**config.mk**
```make
export PLATFORM = sky130hd
export DESIGN_NAME = uart_rate_gen
export DESIGN_NICKNAME = d
export VERILOG_FILES = /design/src/rtl/rate_gen_pkg.sv /design/src/rtl/rate_div_regs.sv /design/src/rtl/rate_down_counter.sv /design/src/rtl/rate_prescale.sv /design/src/rtl/rate_irq.sv /design/src/rtl/uart_rate_gen.sv
export SDC_FILE = /design/constraint.sdc
export NUM_CORES = 1
export LEC_CHECK = 0
export BUFFER_PORTS_ARGS = -buffer_cell sky130_fd_sc_hd__buf_4
export CORE_MARGIN = 1.5
export CORE_UTILIZATION = 54
export CTS_BUF_LIST = sky130_fd_sc_hd__clkbuf_4
export DETAILED_ROUTE_END_ITERATION = 8
export GPL_TIMING_DRIVEN = 1
export PLACE_DENSITY = 0.84
export SLEW_MARGIN = 5
export SYNTH_ARGS = -nofsm -noshare
export SYNTH_HDL_FRONTEND = slang
export SYNTH_SLANG_ARGS = --single-unit
```
**constraint.sdc**
```tcl
create_clock -name clk -period 2.1 [get_ports clk]
set_input_delay 0.21 -clock clk [delete_from_list [all_inputs] [get_ports clk]]
set_output_delay 0.21 -clock clk [all_outputs]
set_load 0.03 [all_outputs]
```
**src/rtl/rate_gen_pkg.sv**
```systemverilog
package rate_gen_pkg;

   typedef struct packed {
      logic lin;       // bypass the oversampling prescaler
      logic timer_on;  // reloads raise the timer interrupt
   } rg_mode_t;

   function automatic rg_mode_t rg_decode(input logic rx_en, input logic tsel, input logic lin);
      rg_mode_t m;
      m.lin      = lin;
      m.timer_on = tsel & ~rx_en;
      return m;
   endfunction

endpackage

```
**src/rtl/rate_div_regs.sv**
```systemverilog
module rate_div_regs #(
   parameter int DIV_W     = 16,
   parameter int RESET_DIV = 4,
   localparam int BYTE_W   = DIV_W / 2
) (
   input  logic              clk,
   input  logic              rst_n,
   input  logic              hi_wr,
   input  logic              lo_wr,
   input  logic [BYTE_W-1:0] wr_data,
   output logic [DIV_W-1:0]  divisor
);
   localparam logic [DIV_W-1:0] RST_VAL = DIV_W'(RESET_DIV);

   logic [BYTE_W-1:0] hi_q, lo_q;

   always_ff @(posedge clk) begin
      if (!rst_n) begin
         hi_q <= RST_VAL[DIV_W-1:BYTE_W];
         lo_q <= RST_VAL[BYTE_W-1:0];
      end else begin
         if (hi_wr) hi_q <= wr_data;
         if (lo_wr) lo_q <= wr_data;
      end
   end

   assign divisor = {hi_q, lo_q};
endmodule

```
**src/rtl/rate_down_counter.sv**
```systemverilog
module rate_down_counter #(
   parameter int DIV_W = 16
) (
   input  logic             clk,
   input  logic             rst_n,
   input  logic [DIV_W-1:0] divisor,
   output logic             reload
);
   localparam logic [DIV_W-1:0] ONE = DIV_W'(1);

   logic [DIV_W-1:0] cnt_q;

   // A loaded 0 wraps through all ones, which gives a 2**DIV_W period.
   assign reload = (cnt_q == ONE);

   always_ff @(posedge clk) begin
      if (!rst_n)      cnt_q <= ONE;
      else if (reload) cnt_q <= divisor;
      else             cnt_q <= cnt_q - ONE;
   end
endmodule

```
**src/rtl/rate_prescale.sv**
```systemverilog
module rate_prescale #(
   parameter int OVERSAMPLE = 16,
   localparam int PRE_W     = (OVERSAMPLE > 1) ? $clog2(OVERSAMPLE) : 1
) (
   input  logic clk,
   input  logic rst_n,
   input  logic reload,
   input  logic lin,
   output logic sample_tick,
   output logic bit_tick
);
   logic sample_q, bit_q;

   generate
      if (OVERSAMPLE > 1) begin : g_div
         localparam logic [PRE_W-1:0] LAST = PRE_W'(OVERSAMPLE - 1);
         logic [PRE_W-1:0] pre_q;
         always_ff @(posedge clk) begin
            if (!rst_n || lin) pre_q <= '0;
            else if (reload)   pre_q <= pre_q + PRE_W'(1);
         end
         always_ff @(posedge clk) begin
            if (!rst_n) bit_q <= 1'b0;
            else        bit_q <= reload & (lin | (pre_q == LAST));
         end
      end else begin : g_nodiv
         always_ff @(posedge clk) begin
            if (!rst_n) bit_q <= 1'b0;
            else        bit_q <= reload;
         end
      end
   endgenerate

   always_ff @(posedge clk) begin
      if (!rst_n) sample_q <= 1'b0;
      else        sample_q <= reload;
   end

   assign sample_tick = sample_q;
   assign bit_tick    = bit_q;
endmodule

```
**src/rtl/rate_irq.sv**
```systemverilog
module rate_irq (
   input  logic clk,
   input  logic rst_n,
   input  logic reload,
   input  logic timer_on,
   input  logic clear,
   output logic irq
);
   logic irq_q;

   always_ff @(posedge clk) begin
      if (!rst_n)                  irq_q <= 1'b0;
      else if (clear)              irq_q <= 1'b0;   // clear wins over a coincident reload
      else if (reload && timer_on) irq_q <= 1'b1;
   end

   assign irq = irq_q;
endmodule

```
**src/rtl/uart_rate_gen.sv**
```systemverilog
module uart_rate_gen
   import rate_gen_pkg::*;
#(
   parameter int DIV_W      = 16,
   parameter int OVERSAMPLE = 16,
   parameter int RESET_DIV  = 4,
   localparam int BYTE_W    = DIV_W / 2
) (
   input  logic              clk,
   input  logic              rst_n,
   input  logic              div_hi_wr,
   input  logic              div_lo_wr,
   input  logic [BYTE_W-1:0] wr_data,
   input  logic              rx_enable,
   input  logic              timer_sel,
   input  logic              lin_mode,
   input  logic              irq_clear,
   output logic              sample_tick,
   output logic              bit_tick,
   output logic              timer_irq
);
   generate
      if (DIV_W < 2 || (DIV_W % 2) != 0) begin : g_bad_width
         $error("DIV_W must be even and at least 2");
      end
      if (OVERSAMPLE < 1 || (OVERSAMPLE & (OVERSAMPLE - 1)) != 0) begin : g_bad_os
         $error("OVERSAMPLE must be a power of two");
      end
      if (RESET_DIV < 0 || RESET_DIV >= (1 << DIV_W)) begin : g_bad_rst
         $error("RESET_DIV does not fit DIV_W");
      end
   endgenerate

   rg_mode_t         mode;
   logic [DIV_W-1:0] divisor;
   logic             reload;

   assign mode = rg_decode(rx_enable, timer_sel, lin_mode);

   rate_div_regs #(.DIV_W(DIV_W), .RESET_DIV(RESET_DIV)) u_regs (
      .clk(clk), .rst_n(rst_n), .hi_wr(div_hi_wr), .lo_wr(div_lo_wr),
      .wr_data(wr_data), .divisor(divisor)
   );

   rate_down_counter #(.DIV_W(DIV_W)) u_cnt (
      .clk(clk), .rst_n(rst_n), .divisor(divisor), .reload(reload)
   );

   rate_prescale #(.OVERSAMPLE(OVERSAMPLE)) u_pre (
      .clk(clk), .rst_n(rst_n), .reload(reload), .lin(mode.lin),
      .sample_tick(sample_tick), .bit_tick(bit_tick)
   );

   rate_irq u_irq (
      .clk(clk), .rst_n(rst_n), .reload(reload), .timer_on(mode.timer_on),
      .clear(irq_clear), .irq(timer_irq)
   );
endmodule

```
Word-level counts from Yosys, hierarchy flattened
Index checks and enable logic that the tools add are counted.
{"block": "totals", "in_bits": 16, "out_inout_bits": 3, "register_bits": 39}
{"block": "classes", "bitwise_logic": 5, "addsub": 2, "eq_ne": 2, "n_reduce_logical": 4, "n_mux": 1}
{"op": "$eq 16x1->1 const B", "n": 1}
{"op": "$mux 16", "n": 1}
{"op": "$sub 16x1->16 const B", "n": 1}
{"op": "$add 4x1->4 const B", "n": 1}
{"op": "$eq 4x4->1 const B", "n": 1}
{"op": "$and 1x1->1", "n": 2}
{"op": "$not 1->1", "n": 2}
{"op": "$reduce_or 2->1", "n": 1}
{"op": "$logic_and 1x1->1", "n": 1}
{"op": "$logic_not 1->1", "n": 1}
{"op": "$logic_or 1x1->1", "n": 1}
{"op": "$or 1x1->1", "n": 1}

Depth between registers and ports, before layout
Gate-level depths: netlist (run 1).
{"block": "logic_depth", "word_depth": 3, "mapped_depth": 8, "ltp_nobuf": 6}

Cells and area by module
A second synthesis (run 1) with hierarchy kept.
{"block": "unflattened", "cells_unflattened": 176, "area_unflattened_um2": 1786.7}
{"mod": "rate_down_counter", "n_inst": 1, "cells_each": 99, "area_per_inst_um2": 888.4, "seq_area_each_um2": 320.3}
{"mod": "rate_div_regs", "n_inst": 1, "cells_each": 51, "area_per_inst_um2": 605.6, "seq_area_each_um2": 320.3}
{"mod": "rate_prescale", "n_inst": 1, "cells_each": 22, "area_per_inst_um2": 241.5, "seq_area_each_um2": 120.1}
{"mod": "rate_irq", "n_inst": 1, "cells_each": 3, "area_per_inst_um2": 37.5, "seq_area_each_um2": 20.0}
{"mod": "uart_rate_gen", "n_inst": 1, "cells_each": 1, "area_per_inst_um2": 13.8, "seq_area_each_um2": 0.0}

Least setup slack after synthesis (run 1)
OpenSTA, ideal clock, no wires.
{"block": "synth_timing", "path_kind": "flip-flop to flip-flop", "from": "register u_cnt.cnt_q[0]", "to": "register u_pre.g_div.pre_q[3]", "synth_period_minus_slack_ps": 2115, "stages_incl_launch_ff": 8, "required_ps": 1978, "setup_slack_ps": -15, "arrival_ps": 1994, "path_buffers": 2, "path_cell_list": "dfxtp_1 ha_1 or4b_4 or4_1 clkbuf_1 clkbuf_1 o21ai_0 a21oi_1"}
{"block": "synth_between", "elab_chain_cells": 1}
{"element": "start: declaration", "line": "rate_down_counter.sv:11", "text": "logic [DIV_W-1:0] cnt_q;"}
{"element": "start signal: assignment", "line": "rate_down_counter.sv:18", "text": "else if (reload) cnt_q <= divisor;"}
{"element": "start signal: assignment", "line": "rate_down_counter.sv:19", "text": "else cnt_q <= cnt_q - ONE;"}
{"element": "$eq 16x1->1", "line": "rate_down_counter.sv:14", "text": "assign reload = (cnt_q == ONE);"}
{"element": "end signal: assignment", "line": "rate_prescale.sv:20", "text": "else if (reload) pre_q <= pre_q + PRE_W'(1);"}
{"element": "end: declaration", "line": "rate_prescale.sv:17", "text": "logic [PRE_W-1:0] pre_q;"}
Every way passes these cells.
A chain may end at the register's enable or synchronous reset.

Final worst setup path (run 1)
{"block": "layout_timing", "from": "register u_cnt.cnt_q[1]", "to": "register u_cnt.cnt_q[2]"}
{"block": "layout_between", "elab_chain_cells": 2}
{"element": "$sub 16x1->16 / $eq 16x1->1 (equally long branches)", "line": "rate_down_counter.sv:19, rate_down_counter.sv:14"}
{"element": "$mux 16 *", "line": "rate_down_counter.sv:18"}
Mark *: on every way between the ends. The rest lies on a longest branch, timed or not.

==> results.ini, run 1 <==
[final_layout]
utilization=0.7315
instances_no_fill=243
nNetsFinal=230
syn_to_final_growth_pct=25.02
drive_gt1_frac=0.2925
diodes=0

[timing]
period_needed_ns=2.119
clock_skew_ns=0.01217
fmax_ghz=0.4719
final-hold-violation-count=0
maxSlewHeadroom=0.4714
rsz0062_at_grt=true
setup_viol_count_final=3
setup_slack_ns=-0.01896
fin_crit_sh=1.009
worst-slew-pin-transition_ns=0.7921
slew_violations=0

[placement]
place.port_buffers=18
place_inst=233
dp_hpwl_um=2702
globalplace.congestion=0.8214
place_worst_setup_slack_ns=-0.03834

[critical_path]
crit_type=reg -> reg
crit_fanout=19
required_ns=2.31
worst-endpoint-arrival_ns=2.33
start_kind=register
worstSetupEndpointType=register

[cts]
cts-root-buf=clkbuf_4
path_clk_slew_ns=0.12
cts_tree=built
cts.sinks=39
clk_latency_ns=0.36
numCtsBuffers=5
cts-htree-levels=2
clockBufferDepth=2

[floorplanning]
dieArea_sq_um=3406
ioPinCount=19
rows=19
core_area_sq_um=2829
fp.dieW_um=58.37
die_height_um=58.37
start_util=0.5851

[yosys]
synth_nets=198
syn_inst=179
ys_seq_elements=39
avgSynthCellArea_sq_um=9.248
ys_seq_area_frac=0.4717
synth_warnings=0
synth_cell_types=30
syn_area_sq_um=1655

[power]
powerDensity_nw_per_um2=1190
ir_drop_mv=0.8419
p_leak_nw=0.8706
p_total_mw=2.463

[route]
num_vias=1425
viasPerCell=5.864
ant_nets=0
drc=0
drt-initial-drc-count=41
wire_per_inst_um=16.70
routed_wl_um=4058
drt_pass1_iterations=4

[global_route]
track_usage=0.2550
grt_pass1_vias=1377
grt_antenna_before_repair=0
grt_max_degree=25
grt_first_pass_wirelength_um=6403
grt_overflow_total=0

[status]
violations=negative setup slack
outcome=finished, violations left

[flow_run]
cap_violations=0

[min_path]
hold_class=in -> reg

==> worst paths after layout <==
kind                               startpoint                          end  slack, ns  depth (start not counted)
setup / recovery    u_cnt.cnt_q[1]$_SDFF_PN0_    u_cnt.cnt_q[2]$_SDFF_PN0_      -0.02                          7
hold / removal                     wr_data[2]  u_regs.lo_q[2]$_SDFFE_PN1P_       0.08                          3
setup reg to reg    u_cnt.cnt_q[1]$_SDFF_PN0_    u_cnt.cnt_q[2]$_SDFF_PN0_      -0.02                          7
hold reg to reg   u_regs.lo_q[0]$_SDFFE_PN0P_    u_cnt.cnt_q[0]$_SDFF_PN1_       0.50                          2
==> cells in the mapped netlist, drive strengths merged <==
master,count,area (sq um)
or4,4,37.53
a211oi,3,22.52
o21ai,10,50.05
nor3b,1,7.510
a2111oi,1,8.760
a311oi,2,17.52
a31oi,3,18.77
nor3,4,20.02
nand2b,1,6.260
nor4,6,37.54
mux2i,17,170.2
xor2,5,43.79
or3,3,18.77
o41ai,1,8.760
o31ai,1,7.510
nand2,7,26.28
xnor2,5,43.79
inv,5,18.77
dfxtp,39,780.8
nand4b,2,17.52
or4b,1,13.76
o221a,1,11.26
nand3,3,15.01
ha,3,37.54
mux2,1,11.26
a21oi,13,65.06
buf,2,7.510
clkbuf,8,30.03
nor2,27,101.4
==> flip-flops by register name (all words and copies together), names as in the netlist <==
register and flops:
u_regs.hi_q 8, u_cnt.cnt_q 16, u_irq.irq 1, u_pre.sample_tick 1
u_pre.g_div.pre_q 4, u_pre.bit_tick 1, u_regs.lo_q 8
==> logic make-up (layout without fill, tap and decap cells) <==
kind of cell,Yosys count,count (layout),share of synthesized area
AND/OR/NAND/NOR,59,59,0.1822
flip-flops,39,39,0.4717
AO/OA/AOI/OAI,35,35,0.1270
multiplexers,18,18,0.1096
buffers and inverters,15,48,0.03402
XOR/XNOR,10,10,0.05291
adder cells (fa/ha/maj),3,3,0.02268
==> stage by stage <==
| stage | cell area (sq um) | hold WS (ns) | setup TNS [ns] |
|---|---|---|---|
| 6_report | 2069 | 0.08193 | -0.03557 |
| 5_1_grt | 2069 | 0.08384 | -0.3402 |
| 4_1_cts | 1989 | 0.009991 | 0 |
| 3_5_place_dp | 1904 | 0.3810 | -0.06099 |
| 3_3_place_gp | 1904 | 0.3759 | 0 |
| 2_1_floorplan | 1658 | 0.2893 | 0 |
==> cells in the final DEF, fill, tap and decap left out, types with 2 or more instances in the layout <==
cell      instances
dfxtp_1          37
buf_4            33
nor2_1           25
mux2i_1          17
a21oi_1          11
o21ai_1           8
nand2_1           7
nor4_1            5
xor2_1            5
xnor2_1           5
clkbuf_4          5
inv_1             4
nor3_1            4
or4_4             3
nand3_1           3
a31oi_1           3
a311oi_1          2
nor2_2            2
nand4b_1          2
a211oi_2          2
or3_4             2
a21oi_2           2
ha_1              2
dfxtp_2           2
==> metal layers <==
metal	up-vias	track usage	routed length [um]
met1	671	0.3027	1662
met5	-	0	0
li1	703	-	-
met2	42	0.4318	2083
met3	9	0.08132	214
met4	0	0.09302	97
==> power by group <==
| group | internal (mW) | switching (mW) | leakage, nW |
|---|---|---|---|
| combinational | 0.486 | 0.531 | 0.508 |
| sequential | 0.858 | 0.0960 | 0.320 |
| clock | 0.245 | 0.247 | 0.0426 |
| total | 1.59 | 0.874 | 0.871 |
==> critical path, stage by stage, from the launching register on <==
cell      delay, ns
dfxtp_2        0.34
inv_2          0.07
ha_4           0.12
or4b_4         0.45
or4_4          0.59
buf_6          0.19
nor2_1         0.15
a211oi_2       0.06
==> repair_timing <==
item,CTS,global route
endpoints found under the setup margin,8,17
hold buffers,0,1
hold endpoints to repair,0,1
setup buffers,0,1
gates resized for setup,2,26
pin swaps,0,4
==> cell type report <==
cell class	instances	area, sq um
inverters	5	18.77
clock inverters	3	38.79
repair buffers	35	269.0
flip-flops and latches	39	783.3
well taps	31	38.79
clock buffers	5	37.54
fillers	208	759.5
multi-input cells	125	883.3
Note: power is estimated with default switching activity, not from simulation.
==> run 2, diff against run 1 <==
--- a/config.mk
+++ b/config.mk
@@ -5,13 +5,14 @@
 export SDC_FILE = /design/constraint.sdc
 export NUM_CORES = 1
 export LEC_CHECK = 0
+export ABC_AREA = 1
 export BUFFER_PORTS_ARGS = -buffer_cell sky130_fd_sc_hd__buf_4
 export CORE_MARGIN = 1.5
 export CORE_UTILIZATION = 54
 export CTS_BUF_LIST = sky130_fd_sc_hd__clkbuf_4
 export DETAILED_ROUTE_END_ITERATION = 8
 export GPL_TIMING_DRIVEN = 1
-export PLACE_DENSITY = 0.84
+export PLACE_DENSITY = 0.83
 export SLEW_MARGIN = 5
 export SYNTH_ARGS = -nofsm -noshare
 export SYNTH_HDL_FRONTEND = slang
==> run 2 against run 1 <==
The flow now finishes without violations. Design area up 3.4%. Area after synthesis increased by 15%. Critical path depth up 1. First-iteration DRC count increased by 140%. Clock power about the same. Hold slack better by 0.0042 ns. Flip-flop and latch count did not move. Total power grew 28%. Non-clock buffer count decreased by 17. Die area grew 14%. Setup slack improved by 0.56 ns.
==> results.ini, run 2 <==
[yosys]
synthTopCellsByArea=dfxtp_1, nor2_1, nand2_1
ys_seq_elements=39
yosys-top-cells-count=nor2_1, nand2_1, dfxtp_1
yosysMostFrequentCell=nor2_1
synth_top_area_share=0.4097
ys_seq_area_frac=0.4097
syn_area_sq_um=1906
synthArstFlopShare=0
synth_cell_types=27
avgSynthCellArea_sq_um=6.710
synth_nets=303
synth_ff_type=dfxtp_1
syn_inst=284
synth_warnings=0
synth_top_cell_by_area=dfxtp_1
synth_edf_count=0

[cts]
cts-htree-levels=2
clockBufferDepth=2
cts_setup_buffers=0
hold_buffers=0
numCtsBuffers=5
path_clk_slew_ns=0.11
cts.sinks=39
cts-root-buf=clkbuf_4
clk_latency_ns=0.36
cts_tree=built
post_cts_resized=0

[timing]
maxSlewHeadroom=0.7074
tns_ns=0
final-hold-violation-count=0
slew_violations=0
hold_slack_ns=0.08612
fmax_ghz=0.6399
setup_viol_count_final=0
fin_crit_sh=0.7441
clock_skew_ns=0.01282
period_needed_ns=1.563
rsz0062_at_grt=false
worst-slew-pin-transition_ns=0.4374
setup_slack_ns=0.5374

[route]
routed_wl_um=3827
ant_nets=0
drt_pass1_iterations=4
num_vias=1725
viasPerCell=4.915
wire_per_inst_um=10.90
drt-initial-drc-count=98
drc=0

[global_route]
grt_max_degree=34
grt_first_pass_wirelength_um=6672
grt_util_met1=0.2572
grt_pass1_vias=1521
grt_use_met3=0.05766
grt_antenna_before_repair=0
grt_overflow_total=0
track_usage=0.2148
gr-max-usage-layer=met2
use_met2=0.3589

[final_layout]
regMostFlops=u_cnt.cnt_q
biggestRegsByFlops=u_cnt.cnt_q: 16 flops, u_regs.hi_q: 8 flops, u_regs.lo_q: 8 flops
nNetsFinal=323
final_cell_mix=nor2_1, nand2_1, dfxtp_1
final_common_cell=nor2_1
syn_to_final_growth_pct=12.28
instances_no_fill=351
drive_gt1_frac=0.1213
diodes=0
largest_reg_flops=16

[power]
ir_drop_mv=0.6368
p_total_mw=3.161
p_leak_nw=1.050
powerDensity_nw_per_um2=1477

[floorplanning]
rows=21
start_util=0.5666
ioPinCount=19
die_height_um=62.41
fp.dieW_um=62.41
dieArea_sq_um=3894
core_area_sq_um=3363

[placement]
dp_hpwl_um=2920
place_inst=343
globalplace.congestion=0.8977
place_worst_setup_slack_ns=0.5467
place.port_buffers=18

[critical_path]
start_kind=register
worstSetupEndpointType=register
required_ns=2.35
worst-endpoint-arrival_ns=1.82
reg2reg_slack_ns=0.54
crit_fanout=25
crit_type=reg -> reg

[min_path]
hold_class=in -> reg

[status]
outcome=finished clean

[flow_run]
cap_violations=0

run 2: changes by cell type after synthesis, moves of 5 or more:
cell	before	now
nand2_1	7	48
inv_1	5	32
nor2_1	27	78
nor4_1	6	0
nand3_1	3	20
clkbuf_1	8	1
mux2i_1	17	0
o21ai_1	0	11
a21oi_1	13	8
o21ai_0	10	17
run 2: cell families after synthesis:
family	after synthesis	share of synthesized area
adder cells (fa/ha/maj)	3	0.01970
XOR/XNOR	5	0.02299
AND/OR/NAND/NOR	160	0.3572
AO/OA/AOI/OAI	39	0.1070
buffers and inverters	38	0.08338
flip-flops	39	0.4097
run 2: routing by layer:
layer,share of wire,up-vias,wire [um]
li1,-,928,-
met1,0.46,736,1765
met2,0.45,53,1730
met3,0.067,8,255
met4,0.020,0,76
met5,0,-,0
run 2: area by class of cell:
class	count	area (sq um)
Timing Repair Buffer	18	135.1
Inverter	33	123.9
Fill cell	327	1224
Clock inverter	3	38.79
Multi-Input combinational cell	207	965.9
Tap cell	46	57.56
Sequential cell	39	780.7
Clock buffer	5	37.54
run 2: critical path, stage by stage (launching register included):
cell,delay [ns]
dfxtp_1,0.40
ha_1,0.18
nand3_1,0.14
nor2_4,0.19
nand2_4,0.18
inv_1,0.21
nand2_1,0.07
nand2_1,0.06
nor2_1,0.03
run 2: worst paths after layout:
| path | to | startpoint | cells past startpoint |
|---|---|---|---|
| max | u_pre.g_div.pre_q[0]$_SDFFE_PP0P_ | u_cnt.cnt_q[0]$_SDFF_PN1_ | 8 |
| max reg2reg | u_pre.g_div.pre_q[0]$_SDFFE_PP0P_ | u_cnt.cnt_q[0]$_SDFF_PN1_ | 8 |
| min | u_irq.irq$_SDFFE_PP0P_ | irq_clear | 3 |
| min reg2reg | u_irq.irq$_SDFFE_PP0P_ | u_irq.irq$_SDFFE_PP0P_ | 2 |
run 2: stage by stage:
stage                 util  instance area, sq um
floorplan                -                  1906
global placement    0.6135                  2063
detailed placement  0.6135                  2063
CTS                 0.6362                  2140
global route        0.6362                  2140
finish              0.6362                  2140
run 2: where the power goes:
| group | total, mW | internal [mW] | switching [mW] |
|---|---|---|---|
| Clock | 0.493 | 0.245 | 0.248 |
| Sequential | 1.05 | 0.907 | 0.141 |
| Combinational | 1.62 | 0.556 | 1.06 |
| Total | 3.16 | 1.71 | 1.45 |
==> run 3, diff against run 2 <==
==> constraint.sdc (replaced) <==
create_clock -name clk -period 1.4 [get_ports clk]
set_input_delay 0.14 -clock clk [delete_from_list [all_inputs] [get_ports clk]]
set_output_delay 0.14 -clock clk [all_outputs]
set_load 0.03 [all_outputs]
==> run 3 against run 2 <==
Core utilization increased by 5.1 points. Wire length increased by 3.8%. Register-to-register slack got worse by 0.45 ns. Sequential power increased by 52%. Largest cell class unchanged. Largest power group unchanged.
==> results.ini, run 3 (synthesis results as in run 2) <==
[power]
power_switching_share=0.4476
seq_power_share=0.305
p_leak_nw=1.110
intPower_mw=2.901
p_comb_frac=0.552
p_switching_mw=2.351
ir_drop_mv=1.103
p_total_mw=5.252
clockPowerShare=0.143
powerDensity_nw_per_um2=2274

[floorplanning]
fp.dieW_um=62.41
rows=21
start_util=0.5666
core_area_sq_um=3363
dieArea_sq_um=3894
ioPinCount=19
die_height_um=62.41

[cts]
cts_setup_buffers=0
clk_latency_ns=0.34
numCtsBuffers=5
path_clk_slew_ns=0.12
cts.sinks=39
cts-htree-levels=2
cts_tree=built
cts-root-buf=clkbuf_4
clockBufferDepth=2

[critical_path]
slowest_delay_ns=0.35
worstSetupEndpointType=register
crit_type=reg -> reg
crit_fanout=9
crit_path_top_delay_cell=dfxtp_2
worst-endpoint-arrival_ns=1.54
crit_chain=inv_4 -> ha_4 -> nand3_4 -> nor2_4 -> nand2_4 -> buf_6 -> nand2_1 -> nand3_1
required_ns=1.62
start_kind=register

[route]
wire_per_inst_um=10.97
drt-initial-drc-count=76
num_vias=1758
drc=0
routed_wl_um=3972
drt_pass1_iterations=4
ant_nets=0
viasPerCell=4.856

[final_layout]
largest_reg_flops=16
drive_gt1_frac=0.1930
final_common_cell=nor2_1
syn_to_final_growth_pct=21.21
nNetsFinal=334
diodes=0
instances_no_fill=362
final_cell_mix=nor2_1, nand2_1, dfxtp_1
biggestRegsByFlops=u_cnt.cnt_q: 16 flops, u_regs.hi_q: 8 flops, u_regs.lo_q: 8 flops
regMostFlops=u_cnt.cnt_q

[min_path]
hold_class=in -> reg

[timing]
fmax_ghz=0.7622
maxSlewHeadroom=0.8079
tns_ns=0
fin_crit_sh=0.9371
slew_violations=0
clock_skew_ns=0.007074
final-hold-violation-count=0
worst-slew-pin-transition_ns=0.2871
setup_viol_count_final=0
period_needed_ns=1.312

[global_route]
grt_overflow_total=0
track_usage=0.2221
grt_first_pass_wirelength_um=6824
grt_pass1_vias=1644
grt_max_degree=33
grt_antenna_before_repair=0

[placement]
globalplace.congestion=0.8829
dp_hpwl_um=2986
place_inst=353
place.port_buffers=18

[status]
outcome=finished clean

[flow_run]
cap_violations=0

==> run 3: cell count changes in the layout (fill, tap and decap cells not counted), sizes merged <==
cell	delta
dlygate4sd3	+1
buf	+10
clkinvlp	+1
clkinv	-1
==> run 3: power by group through the flow <==
stage                     Clock, mW  Combinational (mW)  Sequential (mW)
final                         0.753                2.90             1.60
after global routing          0.829                3.31             1.63
after CTS                     0.779                2.73             1.57
after detailed placement          0                2.69             1.59
after global placement            0                2.64             1.59
after floorplan                   0                2.04             1.56
==> run 3: metrics by stage <==
| step | worst slack [ns] | utilization | instance area (sq um) | hold slack [ns] |
|---|---|---|---|---|
| after detailed placement | -0.02308 | 0.6395 | 2151 | 0.3716 |
| after CTS | 0.01729 | 0.6652 | 2237 | 0.001046 |
| after global placement | 0.02837 | 0.6395 | 2151 | 0.3628 |
| after global routing | -0.01025 | 0.6868 | 2310 | 0.003896 |
| after floorplan | 0.07865 | - | 1906 | 0.2621 |
| final | 0.08800 | 0.6868 | 2310 | 0.01907 |
==> run 3: worst paths after layout <==
| kind | startpoint | endpoint | slack [ns] | cells after the start |
|---|---|---|---|---|
| worst min-delay path | wr_data[2] | u_regs.lo_q[2]$_SDFFE_PN1P_ | 0.02 | 3 |
| worst max-delay path | u_cnt.cnt_q[1]$_SDFF_PN0_ | u_cnt.cnt_q[0]$_SDFF_PN1_ | 0.09 | 8 |
| worst min register to register | u_irq.irq$_SDFFE_PP0P_ | u_irq.irq$_SDFFE_PP0P_ | 0.46 | 2 |
| worst max register to register | u_cnt.cnt_q[1]$_SDFF_PN0_ | u_cnt.cnt_q[0]$_SDFF_PN1_ | 0.09 | 8 |
==> run 3: timing repair <==
action | 4_1_cts | 5_1_grt
pin swaps | 1 | 2
resized for setup | 2 | 18
hold endpoints to repair | 0 | 1
endpoints found under the setup margin | 15 | 18
hold buffers | 0 | 1
==> run 3: metal layers <==
metal | routed length (um) | GRT usage | vias to the layer above
met3 | 205 | 0.05405 | 4
met1 | 1777 | 0.2698 | 762
met5 | 0 | 0 | -
li1 | - | - | 947
met4 | 39 | 0.09167 | 0
met2 | 1950 | 0.3763 | 45
==> run 3: cell type report <==
type	instances	area [sq um]
Clock buffer	5	37.54
Clock inverter	3	42.54
Fill cell	284	1054
Inverter	33	130.1
Multi-Input combinational cell	207	1018
Sequential cell	39	787.0
Tap cell	46	57.56
Timing Repair Buffer	29	236.5
==> run 3: critical path, delay by kind of cell, from the launching register on <==
family | cells | cell delay [ns]
AND/OR/NAND/NOR | 5 | 0.48
flip-flops | 1 | 0.35
buffers and inverters | 2 | 0.22
adder cells (fa/ha/maj) | 1 | 0.14
